**src/rtl/lfg_pkg.sv**
```systemverilog
package lfg_pkg;
  typedef enum logic [2:0] {
    VR_LOAD  = 3'd0,
    VR_SYNC  = 3'd1,
    VR_BACK  = 3'd2,
    VR_ACT   = 3'd3,
    VR_FRONT = 3'd4
  } vreg_e;

  function automatic vreg_e vreg_next(input vreg_e r);
    case (r)
      VR_SYNC: return VR_BACK;
      VR_BACK: return VR_ACT;
      VR_ACT:  return VR_FRONT;
      default: return VR_SYNC;
    endcase
  endfunction
endpackage

```
**src/rtl/lfg_vseq.sv**
```systemverilog
module lfg_vseq
  import lfg_pkg::*;
#(
  parameter int PW        = 8,
  parameter int LW        = 12,
  parameter int MIN_H     = 2,
  parameter int MIN_V     = 1,
  parameter int MIN_DUMMY = 2
) (
  input  logic          clk,
  input  logic          rst_n,
  input  logic [PW-1:0] cfg_hsw,
  input  logic [PW-1:0] cfg_hbp,
  input  logic [PW-1:0] cfg_hfp,
  input  logic [LW-1:0] cfg_vsw,
  input  logic [LW-1:0] cfg_vbp,
  input  logic [LW-1:0] cfg_vact,
  input  logic [LW-1:0] cfg_vfp,
  input  logic          line_end,
  input  logic          sw_active,
  output logic [PW-1:0] hsw_q,
  output logic [PW-1:0] hbp_q,
  output logic [PW-1:0] hfp_q,
  output logic          load,
  output logic          frame_enter,
  output logic          sync_exit,
  output logic          first_sync_line,
  output logic          vsync,
  output logic          pulse_line,
  output logic          act_line
);
  localparam logic [PW-1:0] HMIN = PW'(MIN_H);
  localparam logic [LW-1:0] VMIN = LW'(MIN_V);
  localparam logic [LW-1:0] DMIN = LW'(MIN_DUMMY);

  function automatic logic [PW-1:0] hclamp(input logic [PW-1:0] v);
    return (v < HMIN) ? HMIN : v;
  endfunction

  function automatic logic [LW-1:0] vclamp(input logic [LW-1:0] v);
    return (v < VMIN) ? VMIN : v;
  endfunction

  vreg_e         reg_q;
  logic [LW-1:0] vcnt_q, vsw_q, vbp_q, vact_q, vfp_q, span;
  logic          last_line;

  always_comb begin
    case (reg_q)
      VR_SYNC:  span = (sw_active && vsw_q < DMIN) ? DMIN : vsw_q;
      VR_BACK:  span = vbp_q;
      VR_ACT:   span = vact_q;
      VR_FRONT: span = vfp_q;
      default:  span = LW'(1);
    endcase
  end

  assign last_line       = (vcnt_q == span - LW'(1));
  assign load            = (reg_q == VR_LOAD);
  assign frame_enter     = load || (reg_q == VR_FRONT && line_end && last_line);
  assign sync_exit       = (reg_q == VR_SYNC) && line_end && last_line;
  assign first_sync_line = (reg_q == VR_SYNC) && (vcnt_q == '0);
  assign vsync           = reg_q inside {VR_BACK, VR_ACT, VR_FRONT};
  assign act_line        = (reg_q == VR_ACT);
  assign pulse_line      = act_line || (reg_q == VR_SYNC && sw_active);

  always_ff @(posedge clk or negedge rst_n) begin
    if (!rst_n) begin
      reg_q  <= VR_LOAD;
      vcnt_q <= '0;
      hsw_q  <= HMIN;
      hbp_q  <= HMIN;
      hfp_q  <= HMIN;
      vsw_q  <= VMIN;
      vbp_q  <= VMIN;
      vact_q <= VMIN;
      vfp_q  <= VMIN;
    end else if (frame_enter) begin
      reg_q  <= VR_SYNC;
      vcnt_q <= '0;
      hsw_q  <= hclamp(cfg_hsw);
      hbp_q  <= hclamp(cfg_hbp);
      hfp_q  <= hclamp(cfg_hfp);
      vsw_q  <= vclamp(cfg_vsw);
      vbp_q  <= vclamp(cfg_vbp);
      vact_q <= vclamp(cfg_vact);
      vfp_q  <= vclamp(cfg_vfp);
    end else if (line_end) begin
      if (last_line) begin
        reg_q  <= vreg_next(reg_q);
        vcnt_q <= '0;
      end else begin
        vcnt_q <= vcnt_q + LW'(1);
      end
    end
  end
endmodule

```
**src/rtl/lfg_hcount.sv**
```systemverilog
module lfg_hcount #(
  parameter int PW = 8,
  parameter int HW = 16
) (
  input  logic          clk,
  input  logic          rst_n,
  input  logic          hold,
  input  logic [PW-1:0] hsw,
  input  logic [PW-1:0] hbp,
  input  logic [PW-1:0] hfp,
  input  logic [HW-1:0] hres,
  input  logic          pulse_line,
  input  logic          act_line,
  output logic          line_end,
  output logic          hsync,
  output logic          valid,
  output logic          type_win
);
  localparam int CW = ((HW > PW) ? HW : PW) + 2;

  logic [CW-1:0] pos_q, e_hsw, e_hbp, e_hfp, e_hres, line_len, act_lo, act_hi;

  assign e_hsw    = CW'(hsw);
  assign e_hbp    = CW'(hbp);
  assign e_hfp    = CW'(hfp);
  assign e_hres   = CW'(hres);
  assign line_len = e_hsw + e_hbp + e_hres + e_hfp;
  assign act_lo   = e_hsw + e_hbp;
  assign act_hi   = act_lo + e_hres;

  assign line_end = !hold && (pos_q == line_len - CW'(1));
  assign hsync    = pulse_line && (pos_q >= e_hsw);
  assign valid    = act_line && (pos_q >= act_lo) && (pos_q < act_hi);
  assign type_win = (pos_q + CW'(1)) < e_hsw;

  always_ff @(posedge clk or negedge rst_n) begin
    if (!rst_n)                pos_q <= '0;
    else if (hold || line_end) pos_q <= '0;
    else                       pos_q <= pos_q + CW'(1);
  end
endmodule

```
**src/rtl/lfg_resreq.sv**
```systemverilog
module lfg_resreq #(
  parameter int              HW       = 16,
  parameter logic [HW-1:0]   DEF_HRES = 16'd8
) (
  input  logic          clk,
  input  logic          rst_n,
  input  logic          req_valid,
  input  logic [HW-1:0] req_words,
  input  logic          frame_enter,
  input  logic          sync_exit,
  input  logic          first_sync_line,
  input  logic          line_end,
  input  logic          hsync,
  output logic [HW-1:0] hres_q,
  output logic          sw_active,
  output logic          ctl_rst_n
);
  logic          pend_v;
  logic [HW-1:0] pend_w, tgt_q, req_fix;

  assign req_fix   = (req_words == '0) ? HW'(1) : req_words;
  assign ctl_rst_n = !(sw_active && first_sync_line && hsync);

  always_ff @(posedge clk or negedge rst_n) begin
    if (!rst_n) begin
      pend_v <= 1'b0;
      pend_w <= '0;
    end else if (req_valid) begin
      pend_v <= 1'b1;
      pend_w <= req_fix;
    end else if (frame_enter) begin
      pend_v <= 1'b0;
    end
  end

  always_ff @(posedge clk or negedge rst_n) begin
    if (!rst_n) begin
      sw_active <= 1'b0;
      tgt_q     <= '0;
    end else if (frame_enter && pend_v) begin
      sw_active <= 1'b1;
      tgt_q     <= pend_w;
    end else if (sync_exit) begin
      sw_active <= 1'b0;
    end
  end

  always_ff @(posedge clk or negedge rst_n) begin
    if (!rst_n)
      hres_q <= DEF_HRES;
    else if (sw_active && first_sync_line && line_end)
      hres_q <= tgt_q;
  end
endmodule

```
**src/rtl/lfg_typegate.sv**
```systemverilog
module lfg_typegate #(
  parameter int TW = 6
) (
  input  logic          clk,
  input  logic          rst_n,
  input  logic          win,
  input  logic [TW-1:0] type_req,
  output logic [TW-1:0] type_q
);
  always_ff @(posedge clk or negedge rst_n) begin
    if (!rst_n)   type_q <= '0;
    else if (win) type_q <= type_req;
  end
endmodule

```
**src/rtl/line_frame_gen.sv**
```systemverilog
module line_frame_gen #(
  parameter int            DW        = 64,
  parameter int            HW        = 16,
  parameter int            PW        = 8,
  parameter int            LW        = 12,
  parameter int            TW        = 6,
  parameter logic [HW-1:0] DEF_HRES  = 16'd8,
  parameter int            MIN_H     = 2,
  parameter int            MIN_V     = 1,
  parameter int            MIN_DUMMY = 2
) (
  input  logic          clk,
  input  logic          rst_n,
  input  logic [PW-1:0] cfg_hsync_w,
  input  logic [PW-1:0] cfg_hback,
  input  logic [PW-1:0] cfg_hfront,
  input  logic [LW-1:0] cfg_vsync_l,
  input  logic [LW-1:0] cfg_vback,
  input  logic [LW-1:0] cfg_vact,
  input  logic [LW-1:0] cfg_vfront,
  input  logic          res_req,
  input  logic [HW-1:0] res_req_words,
  input  logic [TW-1:0] type_req,
  input  logic [DW-1:0] src_data,
  output logic          src_rd,
  output logic          vsync,
  output logic          hsync,
  output logic          valid,
  output logic [DW-1:0] data_out,
  output logic [HW-1:0] hres_out,
  output logic [TW-1:0] type_out,
  output logic          ctl_rst_n
);
  logic [PW-1:0] hsw_q, hbp_q, hfp_q;
  logic load, frame_enter, sync_exit, first_sync_line, pulse_line, act_line;
  logic line_end, sw_active, type_win;

  lfg_vseq #(
    .PW(PW), .LW(LW), .MIN_H(MIN_H), .MIN_V(MIN_V), .MIN_DUMMY(MIN_DUMMY)
  ) u_vseq (
    .clk(clk), .rst_n(rst_n),
    .cfg_hsw(cfg_hsync_w), .cfg_hbp(cfg_hback), .cfg_hfp(cfg_hfront),
    .cfg_vsw(cfg_vsync_l), .cfg_vbp(cfg_vback), .cfg_vact(cfg_vact), .cfg_vfp(cfg_vfront),
    .line_end(line_end), .sw_active(sw_active),
    .hsw_q(hsw_q), .hbp_q(hbp_q), .hfp_q(hfp_q),
    .load(load), .frame_enter(frame_enter), .sync_exit(sync_exit),
    .first_sync_line(first_sync_line), .vsync(vsync),
    .pulse_line(pulse_line), .act_line(act_line)
  );

  lfg_hcount #(.PW(PW), .HW(HW)) u_hcount (
    .clk(clk), .rst_n(rst_n), .hold(load),
    .hsw(hsw_q), .hbp(hbp_q), .hfp(hfp_q), .hres(hres_out),
    .pulse_line(pulse_line), .act_line(act_line),
    .line_end(line_end), .hsync(hsync), .valid(valid), .type_win(type_win)
  );

  lfg_resreq #(.HW(HW), .DEF_HRES(DEF_HRES)) u_resreq (
    .clk(clk), .rst_n(rst_n),
    .req_valid(res_req), .req_words(res_req_words),
    .frame_enter(frame_enter), .sync_exit(sync_exit),
    .first_sync_line(first_sync_line), .line_end(line_end), .hsync(hsync),
    .hres_q(hres_out), .sw_active(sw_active), .ctl_rst_n(ctl_rst_n)
  );

  lfg_typegate #(.TW(TW)) u_type (
    .clk(clk), .rst_n(rst_n), .win(type_win),
    .type_req(type_req), .type_q(type_out)
  );

  assign src_rd   = valid;
  assign data_out = valid ? src_data : '0;
endmodule

```
**config.mk**
```make
export PLATFORM = sky130hd
export DESIGN_NAME = line_frame_gen
export DESIGN_NICKNAME = d
export VERILOG_FILES = /design/src/rtl/lfg_pkg.sv /design/src/rtl/lfg_vseq.sv /design/src/rtl/lfg_hcount.sv /design/src/rtl/lfg_resreq.sv /design/src/rtl/lfg_typegate.sv /design/src/rtl/line_frame_gen.sv
export SDC_FILE = /design/constraint.sdc
export NUM_CORES = 1
export LEC_CHECK = 0
export CORE_MARGIN = 2
export CORE_UTILIZATION = 52
export CTS_CLUSTER_SIZE = 8
export DETAILED_ROUTE_END_ITERATION = 6
export PLACE_DENSITY_LB_ADDON = 0.08
export SLEW_MARGIN = 10
export SYNTH_ARGS = -nofsm -noshare
export SYNTH_HDL_FRONTEND = slang
export SYNTH_SLANG_ARGS = --single-unit
```
**constraint.sdc**
```tcl
create_clock -name clk -period 8.7 [get_ports clk]
set_input_delay 0.87 -clock clk [delete_from_list [all_inputs] [get_ports clk]]
set_output_delay 0.87 -clock clk [all_outputs]
set_load 0.005 [all_outputs]
```
**Word level (Yosys, flattened, before mapping)**

Index checks and enable logic that the tools add are counted.

- Logic and storage cells: 93
- Bits in registers: 161
- Output and inout port bits: 91
- Input bits: 161

- Muxes and demuxes: 23
- Eq/ne operators: 6
- $lt $le $gt $ge: 12
- Reduce and logical (&&, ||, !) cells: 29
- $add $sub $neg: 7

Operators with widths:

| kind | count |
|---|---|
| $mux W12 | 8 |
| $mux W64 | 1 |
| $lt A12 B1 Y1 const B | 4 |
| $pmux W12 S4 | 1 |
| $lt A8 B2 Y1 const B | 3 |
| $mux W8 | 3 |
| $add A18 B1 Y18 const B | 1 |
| $add A18 B8 Y18 | 1 |
| $eq A18 B18 Y1 | 1 |
| $ge A18 B18 Y1 | 1 |
| $ge A18 B8 Y1 | 1 |
| $lt A18 B18 Y1 | 1 |
| $lt A18 B8 Y1 | 1 |
| $mux W18 | 1 |
| $sub A18 B1 Y18 const B | 1 |
| $add A9 B16 Y17 | 1 |
| $logic_not A16 Y1 | 1 |
| $mux W16 | 1 |
| $logic_and A1 B1 Y1 | 15 |
| $add A12 B1 Y12 const B | 1 |
| $eq A12 B12 Y1 | 1 |
| $logic_not A12 Y1 | 1 |
| $lt A12 B2 Y1 const B | 1 |
| $sub A12 B1 Y12 const B | 1 |
| other kinds (13) | 25 |

**Longest topological paths before layout**

- Depth in word-level cells: 11
- Mapped depth: 32
- Depth with buffers taken out: 30

**Modules after synthesis**

A second synthesis with hierarchy kept.

- Cells, all modules: 1,120
- Area total of the unflattened synthesis: 11,751.3 µm²

Modules (own cells, without submodules):

| module | cells each | area each (µm²) | sequential area each (µm²) | instances |
|---|---|---|---|---|
| lfg_vseq | 423 | 5,119.9 | 2,185.8 | 1 |
| lfg_hcount | 497 | 3,913.8 | 450.4 | 1 |
| lfg_resreq | 116 | 1,948.1 | 1,252.5 | 1 |
| line_frame_gen | 71 | 518.0 | 0.0 | 1 |
| lfg_typegate | 13 | 251.5 | 150.1 | 1 |

**Worst setup path after synthesis**

Ideal clock, no wire load.

- Path type: register -> register
- From: register u_vseq.hsw_q[1]
- To: register u_resreq.hres_q[11]
- Path slack: 2.267 ns
- Clock period less this slack: 6.433 ns
- Required time: 8.575 ns
- Path buffers: 2
- Arrival time: 6.308 ns
- Cell stages (with the launch flop): 30
- Setup time: 0.125 ns
- Cells stage by stage: dfstp_2 > ha_1 > a21o_1 > a21oi_1 > o21bai_1 > a21oi_1 > o21bai_1 > a21oi_1 > xnor2_1 > ha_1 > buf_2 > a21o_1 > a21o_1 > nor2_1 > nor2_1 > xor2_1 > inv_1 > ha_1 > xnor2_1 > nor3_1 > nor3_1 > nand4_1 > or3b_2 > a2111oi_2 > o2111ai_1 > nor4_4 > nand4b_4 > nor2_2 > buf_2 > mux2_2

- Longest elaborated chain between the ends: 7

Ends and longest elaborated chain:

| item | line | RTL |
|---|---|---|
| start, declared | lfg_vseq.sv:21 | `output logic [PW-1:0] hsw_q,` |
| start signal, assigned | lfg_vseq.sv:81 | `hsw_q <= hclamp(cfg_hsw);` |
| $add A8 B8 Y9 | lfg_hcount.sv:27 | `assign line_len = e_hsw + e_hbp + e_hres + e_hfp;` |
| $add A9 B16 Y17 | lfg_hcount.sv:27 |  |
| $add A18 B8 Y18 | lfg_hcount.sv:27 |  |
| $sub A18 B1 Y18 | lfg_hcount.sv:31 | `assign line_end = !hold && (pos_q == line_len - CW'(1));` |
| $eq A18 B18 Y1 | lfg_hcount.sv:31 |  |
| $logic_and A1 B1 Y1 | lfg_hcount.sv:31 |  |
| $logic_and A1 B1 Y1 | lfg_resreq.sv:51 | `else if (sw_active && first_sync_line && line_end)` |
| end signal, assigned | lfg_resreq.sv:52 | `hres_q <= tgt_q;` |
| end, declared | lfg_resreq.sv:14 | `output logic [HW-1:0] hres_q,` |

Every way passes these cells.
A chain may end at the register's enable or synchronous reset.

**Final worst setup path**

- From: register u_vseq.hsw_q[1]
- To: register u_vseq.vfp_q[5]

- Longest elaborated chain between the ends: 9

Ends and longest elaborated chain:

| item | line | RTL |
|---|---|---|
| $add A8 B8 Y9 | lfg_hcount.sv:27 |  |
| $add A9 B16 Y17 | lfg_hcount.sv:27 |  |
| $add A18 B8 Y18 | lfg_hcount.sv:27 |  |
| $sub A18 B1 Y18 | lfg_hcount.sv:31 |  |
| $eq A18 B18 Y1 | lfg_hcount.sv:31 |  |
| $logic_and A1 B1 Y1 | lfg_hcount.sv:31 |  |
| $logic_and A1 B1 Y1 (2 in series) | lfg_vseq.sv:60 | `assign frame_enter = load \|\| (reg_q == VR_FRONT && line_end && last_line);` |
| $logic_or A1 B1 Y1 | lfg_vseq.sv:60 |  |
| end signal, assigned | lfg_vseq.sv:87 | `vfp_q <= vclamp(cfg_vfp);` |
| end, declared | lfg_vseq.sv:45 | `logic [LW-1:0] vcnt_q, vsw_q, vbp_q, vact_q, vfp_q, span;` |

Every way passes these cells.

==> metrics.cfg <==
[outcome]
outcome = finished, final reports clean

[worst_setup_path]
critPathLaunchType = register
worst_path_most_repeated_cell = inv_1
setup.worst_path.class = register to register
slowest_delay_ns = 0.54
critPathBufInv = 4
cpMaxStageDelayCell = dfstp_2
critPathRequiredTime_ns = 9.02
timing.critical_path.arrival_ns = 8.28
timing.critical_path.max_delay_family = simple AND/OR/NAND/NOR gates
critical_path.max_fanout = 46
cp-end-kind = register

[clocking]
h-tree-depth = 4
numCtsBuffers = 17
tritoncts = done
clkSlewWorstSetupHoldPaths_ns = 0.07
hold_buffers = 0
cts-root-to-sink-buffers = 2
cts_num_sinks = 161
cts_root_buf = clkbuf_16
clk_latency_ns = 0.44

[sta]
final-setup-viol-count = 0
timing.max_slew.rel_slack = 0.329
worst_pin_slew_ns = 1.01
rsz_0062_raised_after_global_routing = no
setup-tns-final_ns = 0
max_freq_mhz = 126
hold_violations = 0
timing.clock.skew_ns = 0.0156
hold-worst-slack_ns = 0.469
slew_viol_final = 0
period_utilization = 0.915
post-route-min-period_ns = 7.96

[grt]
grt_start_max_net_pins = 85
number_of_global_route_vias_before_repair = 9089
antenna_violations_before_repair = 0
grt_pass1_wl_um = 49400
grt_overflow_total = 0
grt_usage = 0.261

[power_and_ir_drop]
cell_pwr_density_mw_per_mm2 = 168
power_frac_comb = 0.358
sequentialPowerShare = 0.346
p_sw_frac = 0.333
cell_internal_pwr_mw = 1.68
power_leakage_nw = 6.81
net_switching_power_of_the_design_mw = 0.838
share_clk_of_total_power = 0.297
power.ir.vdd_worst_uv = 137

[detailed_routing]
top_layer = met4
wl_met1_um = 14300
total_routed_wirelength_um = 31100
first_iter_violations = 692
met2WireLength_um = 14400
first_pass_iters = 7
post_drt_via_cell_ratio = 5.74
number_of_drc_violations_after_detailed_routing = 0
wl_met3_um = 1610
route.vias.total = 9634
route.antenna.remaining_nets = 0
routedWlPerCell_um = 18.5

[yosys]
synth_top_cells_by_count = dfrtp_1 (153), ha_1 (73), and2_1 (69)
synth.top_cell.area_share = 0.326
yosys.cell_count.top_type = dfrtp_1
seq_area_frac_synth = 0.344
netlist_top_cells_area = dfrtp_1 (33%), mux2_4 (7.9%), ha_1 (7.8%)
yosys_register_bits = 161
synth_warnings = 0
yosys.cell_types.count = 100
synth_enable_flop_cells = 0
asyncSetResetFlopFracSynth = 1.00
synth_top_flop_cell = dfrtp_1
yosys.area.top_type = dfrtp_1
postSynthAreaPerCell_um2 = 10.1
synthCells = 1159
synth.cell_area_mm2 = 0.0117
postSynthNetCount = 1396

[die]
design.die.area_mm2 = 0.0238
floorplan.die.height_um = 154
initial_core_util = 0.533
io_pins = 252
die_w_um = 154
core_region_area_mm2 = 0.0220
std_cell_rows = 54

[place]
port_buffers = 251
dp.final_hpwl_um = 24200
detailed_place.area_mm2 = 0.0144
placedCellCount = 1646
gpl.final_weighted_congestion = 0.900

[finish]
finish.instance_area_mm2 = 0.0150
multi_input_comb_area_mm2 = 0.00718
syn2layout_area_growth_pct = 27.6
fillers = 1748
area.sequential_mm2 = 0.00404
utilization = 0.681
finalNetCount = 1622
final_cell_count_no_fill = 1678
drive_above_1_share = 0.139
antenna_cells = 0

[flow_run]
number_of_violations_of_the_max_capacitance_limit = 0

[min_path]
hold_class = input port to async pin

-- stage by stage --
step	total power [mW]	setup slack [ns]
after floorplan	1.39	2.27
after global placement	1.76	0.969
after detailed placement	1.78	0.767
after CTS	2.53	0.728
after global routing	2.67	0.0979
final	2.52	0.741
-- cells in the final DEF (no fill, tap or decap), types with 5 or more instances in the layout --
master and n:
clkdlybuf4s50_1 250, dfrtp_1 153, ha_1 73, and2_1 69, inv_1 64, mux2_4 62
nand2_1 60, a21oi_1 59, xnor2_1 54, mux2_2 50, nor2_1 43, o21ai_0 35
xor2_1 30, nand3_1 26, and3_1 25, nor3_1 23, nor4_1 20, a21o_1 19
nand2b_1 17, clkbuf_16 17, a31oi_1 15, mux2i_1 12, nand4_1 11, or3_1 10
nand4b_1 9, mux2_1 9, a211oi_1 8, a22oi_1 8, nor2b_1 8, dfstp_2 8
o21a_1 7, o211ai_1 7, buf_4 6, o21bai_1 5, a2111oi_0 5, o31ai_1 5
or4_1 5
-- path summary, 6_finish.rpt --
path,from,endpoint,slack (ns),depth (start not counted)
max,u_vseq.hsw_q[1]$_DFFE_PN1P_,u_vseq.vfp_q[5]$_DFFE_PN0P_,0.74,30
min,rst_n,u_resreq.tgt_q[3]$_DFFE_PN0P_,0.47,1
max reg2reg,u_vseq.hsw_q[1]$_DFFE_PN1P_,u_vseq.vfp_q[5]$_DFFE_PN0P_,0.74,30
min reg2reg,u_resreq.pend_w[15]$_DFFE_PN0P_,u_resreq.tgt_q[15]$_DFFE_PN0P_,0.49,1
max in group asynchronous,rst_n,u_vseq.vcnt_q[4]$_DFFE_PN0P_,6.72,2
min in group clk,u_resreq.pend_w[15]$_DFFE_PN0P_,u_resreq.tgt_q[15]$_DFFE_PN0P_,0.49,1
-- power by group through the flow --
stage | Clock (mW) | Sequential, mW | Combinational, mW
final | 0.747 | 0.870 | 0.900
after global routing | 0.792 | 0.879 | 0.996
after CTS | 0.759 | 0.871 | 0.901
after detailed placement | 0 | 0.885 | 0.893
after global placement | 0 | 0.882 | 0.880
after floorplan | 0 | 0.863 | 0.526
-- flip-flops by register name, indices dropped and copies added, names as in the netlist --
signal / cells
u_resreq.sw_active: 1
u_hcount.pos_q: 18
u_vseq.vbp_q: 12
u_vseq.vact_q: 12
u_resreq.pend_v: 1
u_vseq.hbp_q: 8
u_resreq.tgt_q: 16
u_vseq.vfp_q: 12
u_vseq.vcnt_q: 12
u_vseq.reg_q: 3
u_resreq.hres_q: 16
u_vseq.hsw_q: 8
u_type.type_q: 6
u_resreq.pend_w: 16
u_vseq.hfp_q: 8
u_vseq.vsw_q: 12
-- worst register-to-register path, delay by kind of cell, from the launching register on --
family	cells	cell delay, ns
multiplexers	1	0.39
AND/OR/NAND/NOR	10	2.61
XOR/XNOR	2	0.51
flip-flops	1	0.54
buffers and inverters	4	0.61
AO/OA/AOI/OAI	10	2.00
adder cells (fa/ha/maj)	3	1.19
-- layout make-up --
cell class | instances | share of cell area
repair buffers | 258 | 0.172
multi-input cells | 882 | 0.479
well taps | 280 | 0.0234
flip-flops and latches | 161 | 0.269
clock buffers | 17 | 0.0284
inverters | 65 | 0.0166
clock inverters | 15 | 0.0110
-- repair_timing --
action,in CTS,in global routing
setup endpoints to repair,0,9
hold endpoints to repair,0,0
setup buffers,0,0
resized for setup,0,1
-- cells by family (layout without fill, tap and decap cells) --
family                     after synthesis  after routing  share of synthesized area
AOI/OAI and AO/OA                      225            225                      0.137
adders and majority gates               77             77                     0.0837
buffers and inverters                  116            355                     0.0452
xor gates and xnor gates                85             85                     0.0645
DFF                                    161            161                      0.344
muxes                                  133            133                      0.146
and+or+nand+nor                        362            362                      0.179
-- layer usage --
metal / vias up / track usage
li1: 4641 / -
met1: 4619 / 0.363
met2: 332 / 0.423
met3: 42 / 0.0378
met4: 0 / 0.0820
met5: - / 0
No activity file was read; power rests on OpenSTA's default activity.
